<file path="src/rtl/ppi_pkg.sv">
package ppi_pkg;
    localparam int NIRQ    = 32;
    localparam int NSGI    = 16;
    localparam int NPPI    = NIRQ - NSGI;
    localparam int PRIO_W  = 8;
    localparam int DW      = 32;
    localparam int IDX_W   = $clog2(NIRQ);

    localparam logic [7:0] OFF_WAKE  = 8'h00;
    localparam logic [7:0] OFF_GRP   = 8'h04;
    localparam logic [7:0] OFF_GMOD  = 8'h08;
    localparam logic [7:0] OFF_NSAC  = 8'h0C;
    localparam logic [7:0] OFF_ENS   = 8'h10;
    localparam logic [7:0] OFF_ENC   = 8'h14;
    localparam logic [7:0] OFF_PDS   = 8'h18;
    localparam logic [7:0] OFF_PDC   = 8'h1C;
    localparam logic [7:0] OFF_ACS   = 8'h20;
    localparam logic [7:0] OFF_ACC   = 8'h24;
    localparam logic [7:0] OFF_CFG0  = 8'h28;
    localparam logic [7:0] OFF_CFG1  = 8'h2C;
    localparam logic [7:0] PRIO_BASE = 8'h40;
    localparam logic [7:0] PRIO_SPAN = 8'h20;

    localparam logic [1:0] SZ_BYTE = 2'd0;
    localparam logic [1:0] SZ_WORD = 2'd2;

    typedef enum logic [3:0] {
        SEL_NONE, SEL_WAKE, SEL_GRP, SEL_GMOD, SEL_NSAC,
        SEL_ENS, SEL_ENC, SEL_PDS, SEL_PDC, SEL_ACS, SEL_ACC,
        SEL_CFG0, SEL_CFG1, SEL_PRIO
    } sel_e;

    function automatic logic [DW-1:0] spread_odd(input logic [NSGI-1:0] v);
        logic [DW-1:0] r;
        r = '0;
        for (int j = 0; j < NSGI; j++) r[2*j+1] = v[j];
        return r;
    endfunction

    function automatic logic [NSGI-1:0] pick_odd(input logic [DW-1:0] w);
        logic [NSGI-1:0] r;
        for (int j = 0; j < NSGI; j++) r[j] = w[2*j+1];
        return r;
    endfunction
endpackage

</file>
<file path="src/rtl/ppi_access_gate.sv">
module ppi_access_gate
    import ppi_pkg::*;
(
    input  logic            sec_disable,
    input  logic            acc_secure,
    input  logic [NIRQ-1:0] grp,
    output logic [NIRQ-1:0] bit_mask,
    output logic            ns_view,
    output logic            grp_ok,
    output logic            bank_ok
);
    always_comb begin
        ns_view  = !sec_disable && !acc_secure;
        bit_mask = ns_view ? grp : '1;
        grp_ok   = !ns_view;
        bank_ok  = !sec_disable && acc_secure;
    end
endmodule

</file>
<file path="src/rtl/ppi_prio_bank.sv">
module ppi_prio_bank
    import ppi_pkg::*;
(
    input  logic                   clk,
    input  logic                   rst_n,
    input  logic                   wr_req,
    input  logic                   byte_mode,
    input  logic [IDX_W-1:0]       idx,
    input  logic [DW-1:0]          wdata,
    input  logic                   ns_view,
    input  logic [NIRQ-1:0]        grp,
    output logic [DW-1:0]          rd_view,
    output logic [NIRQ*PRIO_W-1:0] prio_flat
);
    localparam int LANES = DW / PRIO_W;

    logic [PRIO_W-1:0] prio_q [NIRQ];
    logic [PRIO_W-1:0] prio_d [NIRQ];
    logic [PRIO_W-1:0] lane_val [NIRQ];
    logic [PRIO_W-1:0] view [NIRQ];
    logic [NIRQ-1:0]   lane_addr;
    logic [NIRQ-1:0]   lane_hit;

    for (genvar i = 0; i < NIRQ; i++) begin : g_lane
        logic [PRIO_W-1:0] raw;
        assign raw          = byte_mode ? wdata[PRIO_W-1:0] : wdata[PRIO_W*(i%LANES) +: PRIO_W];
        assign lane_addr[i] = byte_mode ? (idx == IDX_W'(i))
                                        : (idx[IDX_W-1:2] == (IDX_W-2)'(i/LANES));
        assign lane_hit[i]  = wr_req && lane_addr[i] && (!ns_view || grp[i]);
        assign lane_val[i]  = ns_view ? {1'b1, raw[PRIO_W-1:1]} : raw;
        assign view[i]      = ns_view ? (grp[i] ? {prio_q[i][PRIO_W-2:0], 1'b0} : '0)
                                      : prio_q[i];
        assign prio_flat[PRIO_W*i +: PRIO_W] = prio_q[i];


        ns_group0_wi_chk: assert property (@(posedge clk) disable iff (!rst_n)
            (wr_req && ns_view && !grp[i] && lane_addr[i]) |=> $stable(prio_q[i]));

        ns_top_bit_chk: assert property (@(posedge clk) disable iff (!rst_n)
            (wr_req && ns_view && grp[i] && lane_addr[i]) |=> prio_q[i][PRIO_W-1]);
    end

    always_comb begin
        for (int i = 0; i < NIRQ; i++) begin
            prio_d[i] = lane_hit[i] ? lane_val[i] : prio_q[i];
        end
    end

    always_comb begin
        if (byte_mode) begin
            rd_view = {{(DW-PRIO_W){1'b0}}, view[idx]};
        end else begin
            for (int k = 0; k < LANES; k++) begin
                rd_view[PRIO_W*k +: PRIO_W] = view[{idx[IDX_W-1:2], 2'(k)}];
            end
        end
    end

    always_ff @(posedge clk or negedge rst_n) begin
        if (!rst_n) begin
            for (int i = 0; i < NIRQ; i++) prio_q[i] <= '0;
        end else begin
            for (int i = 0; i < NIRQ; i++) prio_q[i] <= prio_d[i];
        end
    end
endmodule

</file>
<file path="src/rtl/ppi_regfile.sv">
module ppi_regfile
    import ppi_pkg::*;
#(
    parameter int ADDR_W = 12
) (
    input  logic                   clk,
    input  logic                   rst_n,
    input  logic                   sec_disable,
    input  logic                   acc_valid,
    input  logic                   acc_write,
    input  logic                   acc_secure,
    input  logic [1:0]             acc_size,
    input  logic [ADDR_W-1:0]      acc_addr,
    input  logic [DW-1:0]          acc_wdata,
    input  logic [NPPI-1:0]        ppi_level,
    output logic                   rd_valid,
    output logic [DW-1:0]          rd_data,
    output logic                   err_pulse,
    output logic [NIRQ-1:0]        enable_vec,
    output logic [NIRQ-1:0]        pending_vec,
    output logic [NIRQ-1:0]        active_vec,
    output logic [NIRQ-1:0]        group_vec,
    output logic [NIRQ-1:0]        edge_vec,
    output logic [NIRQ*PRIO_W-1:0] prio_flat
);
    typedef struct packed {
        logic [NIRQ-1:0] en;
        logic [NIRQ-1:0] pend;
        logic [NIRQ-1:0] act;
        logic [NIRQ-1:0] grp;
        logic [NIRQ-1:0] gmod;
        logic [NIRQ-1:0] nsac;
        logic [NPPI-1:0] edge_hi;
        logic [NPPI-1:0] line;
        logic            sleep;
        logic            rd_valid;
        logic [DW-1:0]   rd_data;
        logic            err;
    } state_t;

    state_t st_q, st_d;
    sel_e   sel;

    logic [NIRQ-1:0] bit_mask;
    logic            ns_view, grp_ok, bank_ok;
    logic [DW-1:0]   prio_rd;
    logic [NIRQ-1:0] edge_all, level_all, pend_view;

    ppi_access_gate u_gate (
        .sec_disable (sec_disable),
        .acc_secure  (acc_secure),
        .grp         (st_q.grp),
        .bit_mask    (bit_mask),
        .ns_view     (ns_view),
        .grp_ok      (grp_ok),
        .bank_ok     (bank_ok)
    );

    ppi_prio_bank u_prio (
        .clk       (clk),
        .rst_n     (rst_n),
        .wr_req    (acc_valid && acc_write && (sel == SEL_PRIO)),
        .byte_mode (acc_size == SZ_BYTE),
        .idx       (acc_addr[IDX_W-1:0]),
        .wdata     (acc_wdata),
        .ns_view   (ns_view),
        .grp       (st_q.grp),
        .rd_view   (prio_rd),
        .prio_flat (prio_flat)
    );

    // address and size decode
    always_comb begin
        logic in_prio;
        in_prio = (acc_addr >= ADDR_W'(PRIO_BASE)) && (acc_addr < ADDR_W'(PRIO_BASE + PRIO_SPAN));
        sel = SEL_NONE;
        if (acc_size == SZ_WORD && acc_addr[1:0] == 2'b00) begin
            if (in_prio) sel = SEL_PRIO;
            else begin
                case (acc_addr)
                    ADDR_W'(OFF_WAKE): sel = SEL_WAKE;
                    ADDR_W'(OFF_GRP):  sel = SEL_GRP;
                    ADDR_W'(OFF_GMOD): sel = SEL_GMOD;
                    ADDR_W'(OFF_NSAC): sel = SEL_NSAC;
                    ADDR_W'(OFF_ENS):  sel = SEL_ENS;
                    ADDR_W'(OFF_ENC):  sel = SEL_ENC;
                    ADDR_W'(OFF_PDS):  sel = SEL_PDS;
                    ADDR_W'(OFF_PDC):  sel = SEL_PDC;
                    ADDR_W'(OFF_ACS):  sel = SEL_ACS;
                    ADDR_W'(OFF_ACC):  sel = SEL_ACC;
                    ADDR_W'(OFF_CFG0): sel = SEL_CFG0;
                    ADDR_W'(OFF_CFG1): sel = SEL_CFG1;
                    default:           sel = SEL_NONE;
                endcase
            end
        end else if (acc_size == SZ_BYTE && in_prio) begin
            sel = SEL_PRIO;
        end
    end

    assign edge_all  = {st_q.edge_hi, {NSGI{1'b1}}};
    assign level_all = {ppi_level, {NSGI{1'b0}}};
    assign pend_view = st_q.pend | (level_all & ~edge_all);

    always_comb begin
        logic [DW-1:0]   wm;
        logic [NPPI-1:0] rise;
        st_d          = st_q;
        st_d.rd_valid = acc_valid && !acc_write;
        st_d.rd_data  = '0;
        st_d.err      = acc_valid && (sel == SEL_NONE);
        wm            = acc_wdata & bit_mask;

        if (acc_valid && !acc_write) begin
            case (sel)
                SEL_WAKE: st_d.rd_data = {{(DW-2){1'b0}}, st_q.sleep, st_q.sleep};
                SEL_GRP:  st_d.rd_data = grp_ok  ? st_q.grp  : '0;
                SEL_GMOD: st_d.rd_data = bank_ok ? st_q.gmod : '0;
                SEL_NSAC: st_d.rd_data = bank_ok ? st_q.nsac : '0;
                SEL_ENS, SEL_ENC: st_d.rd_data = st_q.en & bit_mask;
                SEL_PDS, SEL_PDC: st_d.rd_data = pend_view & bit_mask;
                SEL_ACS, SEL_ACC: st_d.rd_data = st_q.act & bit_mask;
                SEL_CFG0: st_d.rd_data = spread_odd(edge_all[NSGI-1:0] & bit_mask[NSGI-1:0]);
                SEL_CFG1: st_d.rd_data = spread_odd(edge_all[NIRQ-1:NSGI] & bit_mask[NIRQ-1:NSGI]);
                SEL_PRIO: st_d.rd_data = prio_rd;
                default:  st_d.rd_data = '0;
            endcase
        end

        if (acc_valid && acc_write) begin
            case (sel)
                SEL_WAKE: st_d.sleep = acc_wdata[0];
                SEL_GRP:  if (grp_ok)  st_d.grp  = acc_wdata;
                SEL_GMOD: if (bank_ok) st_d.gmod = acc_wdata;
                SEL_NSAC: if (bank_ok) st_d.nsac = acc_wdata;
                SEL_ENS:  st_d.en   = st_q.en   | wm;
                SEL_ENC:  st_d.en   = st_q.en   & ~wm;
                SEL_PDS:  st_d.pend = st_q.pend | wm;
                SEL_PDC:  st_d.pend = st_q.pend & ~wm;
                SEL_ACS:  st_d.act  = st_q.act  | wm;
                SEL_ACC:  st_d.act  = st_q.act  & ~wm;
                SEL_CFG1: st_d.edge_hi = (st_q.edge_hi & ~bit_mask[NIRQ-1:NSGI])
                                       | (pick_odd(acc_wdata) & bit_mask[NIRQ-1:NSGI]);
                default: ;
            endcase
        end

        // line edge latch applied after any register write
        rise      = ppi_level & ~st_q.line & st_q.edge_hi;
        st_d.pend = st_d.pend | {rise, {NSGI{1'b0}}};
        st_d.line = ppi_level;
    end

    always_ff @(posedge clk or negedge rst_n) begin
        if (!rst_n) st_q <= '0;
        else        st_q <= st_d;
    end

    assign rd_valid    = st_q.rd_valid;
    assign rd_data     = st_q.rd_data;
    assign err_pulse   = st_q.err;
    assign enable_vec  = st_q.en;
    assign pending_vec = pend_view;
    assign active_vec  = st_q.act;
    assign group_vec   = st_q.grp;
    assign edge_vec    = edge_all;


    set_en_chk: assert property (@(posedge clk) disable iff (!rst_n)
        (acc_valid && acc_write && acc_secure && acc_size == SZ_WORD && acc_addr == ADDR_W'(OFF_ENS))
        |=> ((enable_vec & $past(acc_wdata)) == $past(acc_wdata)));

    clr_act_chk: assert property (@(posedge clk) disable iff (!rst_n)
        (acc_valid && acc_write && acc_secure && acc_size == SZ_WORD && acc_addr == ADDR_W'(OFF_ACC))
        |=> ((active_vec & $past(acc_wdata)) == '0));

    ns_group_wi_chk: assert property (@(posedge clk) disable iff (!rst_n)
        (acc_valid && acc_write && !acc_secure && !sec_disable && acc_addr == ADDR_W'(OFF_GRP))
        |=> (group_vec == $past(group_vec)));

    bad_size_err_chk: assert property (@(posedge clk) disable iff (!rst_n)
        (acc_valid && (acc_size == 2'd1 || acc_size == 2'd3)) |=> (err_pulse && rd_data == '0));

    rd_valid_chk: assert property (@(posedge clk) disable iff (!rst_n)
        (acc_valid && !acc_write) |=> rd_valid);
endmodule

</file>
<file path="config.mk">
export PLATFORM = sky130hd
export DESIGN_NAME = ppi_regfile
export DESIGN_NICKNAME = d
export VERILOG_FILES = /design/src/rtl/ppi_pkg.sv /design/src/rtl/ppi_access_gate.sv /design/src/rtl/ppi_prio_bank.sv /design/src/rtl/ppi_regfile.sv
export SDC_FILE = /design/constraint.sdc
export NUM_CORES = 1
export LEC_CHECK = 0
export ABC_AREA = 0
export BUFFER_PORTS_ARGS = -buffer_cell sky130_fd_sc_hd__buf_2
export CAP_MARGIN = 40
export CORE_MARGIN = 2
export CORE_UTILIZATION = 30
export CTS_CLUSTER_DIAMETER = 30
export CTS_CLUSTER_SIZE = 12
export DETAILED_ROUTE_END_ITERATION = 6
export PLACE_DENSITY = 0.48
export SYNTH_ARGS = -nofsm -noshare
export SYNTH_HDL_FRONTEND = slang
export SYNTH_SLANG_ARGS = --single-unit
</file>
<file path="constraint.sdc">
create_clock -name clk -period 2.4 [get_ports clk]
set_input_delay 0.72 -clock clk [delete_from_list [all_inputs] [get_ports clk]]
set_output_delay 0.72 -clock clk [all_outputs]
set_load 0.01 [all_outputs]
</file>
== Word-level counts from Yosys, hierarchy flattened ==
Index checks and enable logic that the tools add are counted.

* Memories kept: 0
* Memory bits (read-only): 0
* Latch bits: 0
* Input port bits: 68
* Bits in registers: 515
* RAM bits: 0

* Shift-type cells: 0
* Muxes and demuxes: 140
* Multiply operators: 0
* $add $sub $neg: 0
* Order comparisons: 7
* Equality and inequality tests: 63
* Bitwise logic cells: 29
* Reduce and logical (&&, ||, !) cells: 127
* Divide/modulo/power cells: 0

{| class="wikitable"
|+ Operator list
! kind !! count
|-
| $mux W8 || 81
|-
| $mux W32 || 12
|-
| $pmux W32 S10 || 1
|-
| $and A32 B32 Y32 || 8
|-
| $bmux W8 S5 || 5
|-
| $pmux W32 S2 || 3
|-
| $mux W176 || 1
|-
| $or A32 B32 Y32 || 5
|-
| $and A16 B16 Y16 || 5
|-
| $eq A5 B5 Y1 const B || 16
|-
| $logic_and A1 B1 Y1 || 73
|-
| $not A32 Y32 || 2
|-
| $eq A12 B5 Y1 const B || 4
|-
| $eq A12 B6 Y1 const B || 4
|-
| $pmux W4 S12 || 1
|-
| $eq A5 B4 Y1 const B || 8
|-
| $logic_or A1 B1 Y1 || 32
|-
| $mux W1 || 32
|-
| $not A16 Y16 || 2
|-
| $ge A6 B6 Y1 const B || 5
|-
| $not A5 Y6 || 5
|-
| $eq A12 B4 Y1 const B || 2
|-
| $eq A4 B4 Y1 const B || 6
|-
| $eq A5 B3 Y1 const B || 4
|-
| 26 further kinds || 49
|}

== Longest topological paths before layout ==
Gate-level depths: netlist of the first run.

* Depth in word-level cells: 9
* Depth in mapped cells: 12
* Mapped depth without buffers: 7

== Modules after synthesis ==
Synthesis of the first run repeated with hierarchy kept, for this count alone.

* Cells, all modules: 3121
* Area total of the unflattened synthesis: 29672.2 µm²

{| class="wikitable"
|+ Modules (own cells, without submodules)
! module !! cells an instance !! area each (µm²) !! times used
|-
| ppi_prio_bank || 1823 || 16092.9 || 1
|-
| ppi_regfile || 1257 || 13326.5 || 1
|-
| ppi_access_gate || 41 || 252.7 || 1
|}

== Least setup slack after synthesis of the first run ==
No wires, ideal clock.

* Path kind: in2reg
* Start point: input acc_addr[9]
* End point: register u_prio.prio_q, in the netlist u_prio.prio_flat[223]
* Path buffers: 2
* Setup slack: -0.641 ns
* Stages: 9
* Library setup time: 0.140 ns
* Data arrival time: 2.901 ns
* Cell sequence: or4_4 -> or2_0 -> buf_2 -> or4_4 -> a21oi_4 -> nand4_1 -> buf_2 -> nand2_1 -> o21ai_0

* Word-level cells in the longest chain between the ends: 9
* Elaborated cells between the ends (all ways): 24
* Classes of those cells: 2 x order compare; 12 x eq/ne; 4 x mux; 6 x reduce/logical

{| class="wikitable"
|+ RTL lines
! what !! RTL line !! source
|-
| from (decl) || ppi_regfile.sv:13 || <nowiki>input logic [ADDR_W-1:0] acc_addr,</nowiki>
|-
| $ge A12 B7 Y1 or $lt A12 B7 Y1 (tied branches) || ppi_regfile.sv:75 || <nowiki>in_prio = (acc_addr >= ADDR_W'(PRIO_BASE)) && (acc_addr < ADDR_W'(PRIO_BASE + PRIO_SPAN));</nowiki>
|-
| $logic_and A1 B1 Y1 || ppi_regfile.sv:75 ||
|-
| $logic_and A1 B1 Y1 || ppi_regfile.sv:96 || <nowiki>end else if (acc_size == SZ_BYTE && in_prio) begin</nowiki>
|-
| $mux W4 || ppi_regfile.sv:96 ||
|-
| $mux W4 * || ppi_regfile.sv:77 || <nowiki>if (acc_size == SZ_WORD && acc_addr[1:0] == 2'b00) begin</nowiki>
|-
| $eq A4 B4 Y1 * || ppi_regfile.sv:62 || <nowiki>.wr_req (acc_valid && acc_write && (sel == SEL_PRIO)),</nowiki>
|-
| $logic_and A1 B1 Y1 * || ppi_regfile.sv:62 ||
|-
| $logic_and A1 B1 Y1 * (2 in series) || ppi_prio_bank.sv:29 || <nowiki>assign lane_hit[i] = wr_req && lane_addr[i] && (!ns_view || grp[i]);</nowiki>
|-
| to (decl) || ppi_prio_bank.sv:17 || <nowiki>logic [PRIO_W-1:0] prio_q [NIRQ];</nowiki>
|}

Every way passes the cells marked *; elsewhere a longest branch is shown, timed or not.
A chain may end at the register's enable or synchronous reset.

==> results of run 1 <==
-- routing by layer --
layer	up-vias	wire (um)
li1	12680	-
met1	14644	63200
met3	342	14500
met5	-	42
met4	6	6200
met2	1618	69400
-- what timing repair did --
item	in CTS	in global routing
hold endpoints to repair	17	0
hold buffers	1	0
resized for setup	68	290
cloned	0	15
pin swaps	15	81
setup buffers	5	26
endpoints found under the setup margin	161	265
-- stage by stage --
step                worst slack, ps  setup TNS [ps]
floorplan                      -595         -205530
global placement              -1650         -335830
detailed placement            -1410         -339270
CTS                           -15.9           -30.2
global route                   -115           -6830
finish                        -91.3           -1250
-- critical path, cell delays in order --
cell                       delay, ps
sky130_fd_sc_hd__buf_6            90
sky130_fd_sc_hd__or4_4           560
sky130_fd_sc_hd__or2_4           260
sky130_fd_sc_hd__buf_6           140
sky130_fd_sc_hd__nor2_4          140
sky130_fd_sc_hd__nor4b_4          70
sky130_fd_sc_hd__buf_4           140
sky130_fd_sc_hd__buf_12          140
sky130_fd_sc_hd__a221oi_4        290
sky130_fd_sc_hd__o311ai_2        160
sky130_fd_sc_hd__buf_2           170
sky130_fd_sc_hd__a32o_1          210
-- cells in the mapped netlist (all sizes together) (16+ instances only) --
library cell  instances  area, um^2
dfrtp               515       12900
mux4                 19         428
a31oi                34         213
nor2b                23         144
a21oi                65         352
nor2                 92         355
nand2               517        1940
a22oi                36         270
a21o                 19         143
mux2i                63         631
mux2                117        1320
or3                  18         113
buf                 260        1710
o211ai               31         233
nand3b               28         210
o21ai               410        2050
clkbuf              123         462
a211oi               30         225
nand3                80         400
inv                  34         128
a32o                 16         160
o31ai                83         623
nor3                 24         130
o22ai                17         106
a222oi               31         310
nand4                32         200
-- layout make-up --
type                            count  share of cell area (%)
Antenna cell                        5                  0.0296
Clock buffer                      187                    9.76
Clock inverter                     81                    2.71
Inverter                           35                   0.311
Multi-Input combinational cell   2031                    31.7
Sequential cell                   515                    30.6
Tap cell                         1186                    3.51
Timing Repair Buffer             1185                    21.4
-- final timing paths --
check,end,slack (ps),cells past startpoint
setup / recovery,rd_data[1],-90,12
hold / removal,st_q[41],120,1
setup reg to reg,rd_data[1],-40,10
hold reg to reg,u_prio.prio_flat[131],490,2
max in group asynchronous,u_prio.prio_flat[127],1080,3
min in group asynchronous,asynchronous set/reset pin,490,2
-- kinds of logic (layout without fill, tap and decap cells) --
| kind of cell | Yosys count | count (layout) | synth area share, % |
|---|---|---|---|
| AO/OA/AOI/OAI | 923 | 923 | 21.8 |
| XOR/XNOR | 3 | 3 | 0.0950 |
| flip-flops | 515 | 515 | 46.6 |
| buffers and inverters | 418 | 1488 | 8.33 |
| AND/OR/NAND/NOR | 890 | 890 | 14.6 |
| other | 1 | 21 | 0.0136 |
| multiplexers | 199 | 199 | 8.59 |
-- power breakdown --
part	switching (mW)	internal, mW
combinational	1.72	0.954
clock	6.23	14.4
sequential	0.0223	8.75
total	7.97	24.1
==> run metrics, run 1 <==
failing checks DRC, setup timing; total wirelength of the detailed-routed design around 150000 um; Slew Viols, Final 0; met3 track demand over resource in global routing 7.54%; root cell of the clock tree sky130_fd_sc_hd__clkbuf_16; netlist area before placement roughly 28000 um^2; source of the worst hold timing path ppi_level[6]; count of boundary I/O pins 518; filler-free cell count of the finished design roughly 5200; post-route cell area around 42000 um^2; number of buffers created by CTS around 150; deepest clock path buffer count 3; Die Ht 308 um; power density over the cells 758 nW/um^2; gr busiest metal met2; global route overflow 0; async set-reset flop share out of synthesis between 90% and 100%; commonest cells after routing, fill and taps aside sky130_fd_sc_hd__buf_4, sky130_fd_sc_hd__dfrtp_1, sky130_fd_sc_hd__buf_2, sky130_fd_sc_hd__nand2_1, sky130_fd_sc_hd__o21ai_0; detailed-route vias per instance 5.61; Syn-to-layout area delta 52.6%; Final Net Count between 3000 and 4000; worst-case hold slack between 100 and 150 ps; kind of start point of the critical path input pin; count of different cell masters after synthesis approximately 80; number of synthesized flops with an enable pin 0; worst vdd rail ir drop about 0.65 mV; per-cell routed wire length around 29 um; area of the die around 95000 um^2; Worst EP arrival just over 3000 ps; RSZ-0062 raised after global routing yes; timing-limited maximum frequency 401 MHz; die boundary width 308 um; class of the tightest hold or removal check in -> reg; Fill cells between 8000 and 9000; clock latency of the later-clocked register in the worst-skew pair between 700 and 800 ps; met2 GRT Util 48.4%; final hold violation count 0; number of nets with antenna violations after detailed routing 0; data required time of the critical path 3020 ps; Setup Skew between 20 and 25 ps; Placed Instance Area roughly 35000 um^2; launching point of the worst reg2reg path group_vec[2]; post-detail-place hpwl roughly 120000 um; area of combinational cells with multiple inputs between 10000 and 15000 um^2; proportion of synthesized chip area in sequential cells a little under half; result of the run finished, violations left; average cell area after synthesis around 9.4 um^2; Yosys Warn Count 0; P_leak 20.5 nW; DRC marker count from the first detailed-route iteration 3474; sequential cell area 12900 um^2; CP endpoint kind register; final RePlAce weighted congestion ~0.97; TritonCTS clock tree done; total of endpoints with negative setup slack in the final report 64; min cycle time layout 2490 ps; final period utilization 104%; Cells after Synth roughly 3000; Sinks on Clock Net 515; number of detailed-routing iterations run before antenna repair 7; type of the worst setup path in -> reg; vias in the first global route around 28000; total power between 30 and 40 mW; number of placement rows 111; placed instance count between 4000 and 5000; starting utilization of the core area between 30% and 40%; setup slack after layout -91.3 ps; core footprint about 92000 um^2; level count of the clock H-tree 4; clock transition at the registers of the reported paths 40 ps; Post-synth top flop sky130_fd_sc_hd__dfrtp_1; DR vias between 20000 and 30000; global-route wire length before repair around 210000 um; most frequent standard cell in the layout excluding fill and tap cells sky130_fd_sc_hd__buf_4; initial antenna violation count 7; global-route usage over all layers a little under a third; final standard cell utilization of the core about 46%; DRC viols 2; crit path max fanout 9; fraction of final layout cells with drive strength greater than 1 roughly 44%; synthesized flop and latch total 515; max_slew headroom between 40% and 50%; max-cap violation count 0; fraction of met1 tracks used by global routing between 40% and 50%; largest net degree at the start of global routing 84; Critical Path Start acc_addr[9]; # port buffers 501; Least-Margin Pin Slew between 800 and 900 ps
No activity file was read; power rests on OpenSTA's default activity.
==> run 2: changes to the inputs <==
- BUFFER_PORTS_ARGS: -buffer_cell sky130_fd_sc_hd__buf_2 -> not set
- CELL_PAD_IN_SITES_DETAIL_PLACEMENT: not set -> 0
- CELL_PAD_IN_SITES_GLOBAL_PLACEMENT: not set -> 1
- DONT_BUFFER_PORTS: not set -> 1
- PLACE_DENSITY: 0.48 -> not set
- PLACE_DENSITY_LB_ADDON: not set -> 0.08
==> run metrics, run 2 (synthesis gave the netlist of run 1 again) <==
result of the run finished, violations left; failing checks DRC, hold timing, slew limit, setup timing; max_slew headroom -102%; core footprint slightly above 90000 um^2; number of placement rows roughly 110; CP Buf/Inv Count 5; timing-limited maximum frequency 362 MHz; TritonCTS clock tree done; Sinks on Clock Net 515; crit path max fanout approximately 170; deepest clock path buffer count 3; commonest cells after routing, fill and taps aside sky130_fd_sc_hd__buf_4, sky130_fd_sc_hd__nand2_1, sky130_fd_sc_hd__dfrtp_1, sky130_fd_sc_hd__o21ai_0, sky130_fd_sc_hd__clkbuf_16; global-route usage over all layers 32.1%; max-cap violation count 0; Critical Path Max Stage Delay 390 ps; Syn-to-layout area delta 41.3%; number of nets with antenna violations after detailed routing 0; DR vias ~27000; CP endpoint kind register; type of the worst setup path in -> reg; power density over the cells 805 nW/um^2; most frequent standard cell in the layout excluding fill and tap cells sky130_fd_sc_hd__buf_4; detailed-route vias per instance 5.79; class of the tightest hold or removal check in -> async; count of boundary I/O pins 518; area of the die about 95000 um^2; number of detailed-routing iterations run before antenna repair 7; total of endpoints with negative setup slack in the final report 33; clock latency of the later-clocked register in the worst-skew pair between 700 and 800 ps; starting utilization of the core area between 30 and 40%; clock transition at the registers of the reported paths 40 ps; RSZ-0062 raised after global routing yes; data required time of the critical path a little over 3000 ps; final RePlAce weighted congestion around 0.94; Worst EP arrival 3440 ps; Setup Skew around 33 ps; most prevalent standard cell on the critical path sky130_fd_sc_hd__buf_4; CP cell instances nand2_8 -> buf_12 -> buf_6 -> buf_4 -> a21oi_1 -> a2111oi_2 -> buf_4 -> a2bb2oi_2 -> buf_4 -> o211ai_1 -> o311ai_2 -> a32o_1; final period utilization 115%; level count of the clock H-tree 4; final hold violation count roughly 190; kind of start point of the critical path input pin; filler-free cell count of the finished design about 4700; # port buffers 0; DRC marker count from the first detailed-route iteration 2877; per-cell routed wire length 33.5 um; worst-case hold slack -294 ps; global-route wire length before repair between 200000 and 250000 um; root cell of the clock tree sky130_fd_sc_hd__clkbuf_16; largest net degree at the start of global routing 516; placed instance count 4376; setup slack after layout -359 ps; global route overflow 0; DRC viols 1; Total Neg Setup Slack -4480 ps; hold buffer count at CTS 16; vias in the first global route ~27000; highest-delay cell along the critical path sky130_fd_sc_hd__o311ai_2; min cycle time layout 2760 ps; worst vdd rail ir drop roughly 0.74 mV; total power approximately 31 mW; post-detail-place hpwl 116000 um; top cell family by delay on the critical path compound AO/OA/AOI/OAI gates; Die Ht a little over 300 um; die boundary width between 300 and 400 um; initial antenna violation count 5; number of buffers created by CTS 153; fraction of final layout cells with drive strength greater than 1 around a third; Slew Viols, Final around 320; P_leak 17.6 nW; Final Net Count roughly 3500; total wirelength of the detailed-routed design roughly 160000 um; Least-Margin Pin Slew 3040 ps
run 2: changes by cell type in the layout (fill, tap and decap cells not counted), sizes merged:
cell,change
buf,-552
dlygate4sd3,+15
bufinv,-5
diode,-4
inv,+1
clkbuf,+28
clkinvlp,-1
clkinv,-15
run 2: through the flow:
stage | hold WS [ps] | setup slack [ps] | instance area [um^2] | utilization (%)
4_1_cts | -327 | -12.5 | 38200 | 41.7
6_report | -294 | -359 | 39100 | 42.7
2_1_floorplan | 424 | -595 | 27900 | -
5_1_grt | -331 | -85.5 | 39100 | 42.7
3_3_place_gp | 463 | -1300 | 32500 | 35.5
3_5_place_dp | 465 | -1420 | 32500 | 35.5
run 2: path summary, 6_finish.rpt:
path | from | to | slack (ps) | cells past startpoint
setup reg to reg | group_vec[2] | rd_data[1] | -30 | 9
max in group asynchronous | rst_n | group_vec[11] | 110 | 0
hold reg to reg | st_q[106] | st_q[106] | 500 | 1
min in group clk | acc_wdata[1] | register | 100 | 2
setup / recovery | acc_addr[3] | rd_data[1] | -360 | 12
hold / removal | rst_n | asynchronous set/reset pin | -290 | 0
run 2: worst register-to-register path, delay by kind of cell, from the launching register on:
family / cells / cell delay [ps]
AOI/OAI and AO/OA: 6 / 1420
DFF: 1 / 420
buffers and inverters: 2 / 350
and+or+nand+nor: 1 / 180
run 2: repair_timing:
action                                  CTS  global route
setup buffers                             2            17
resized for setup                        55           186
cloned                                    0            11
endpoints found under the setup margin   44           177
endpoints found under the hold margin   531           515
pin swaps                                 8            50
run 2: cell type report:
cell class                 instances  area, um^2
timing repair buffer             646        5960
clock buffer                     217        4400
tap                             1186        1480
fill                            8779       52400
multi-input combinational       2031       13300
sequential                       515       12900
inverter                          35         131
clock inverter                    61         940
antenna                            1        2.50
run 2: per-layer routing:
| layer | up-vias | share of wire [%] | track usage, % |
|---|---|---|---|
| li1 | 11589 | - | - |
| met4 | 4 | 3.4 | 11.0 |
| met1 | 13933 | 40 | 40.6 |
| met5 | - | 0.013 | 0 |
| met2 | 1383 | 47 | 51.6 |
| met3 | 252 | 9.7 | 9.98 |
run 2: power breakdown:
group / internal (mW) / switching, mW / leakage, nW
combinational: 0.776 / 1.20 / 8.04
sequential: 8.76 / 0.0274 / 7.00
clock: 14.4 / 6.31 / 2.61
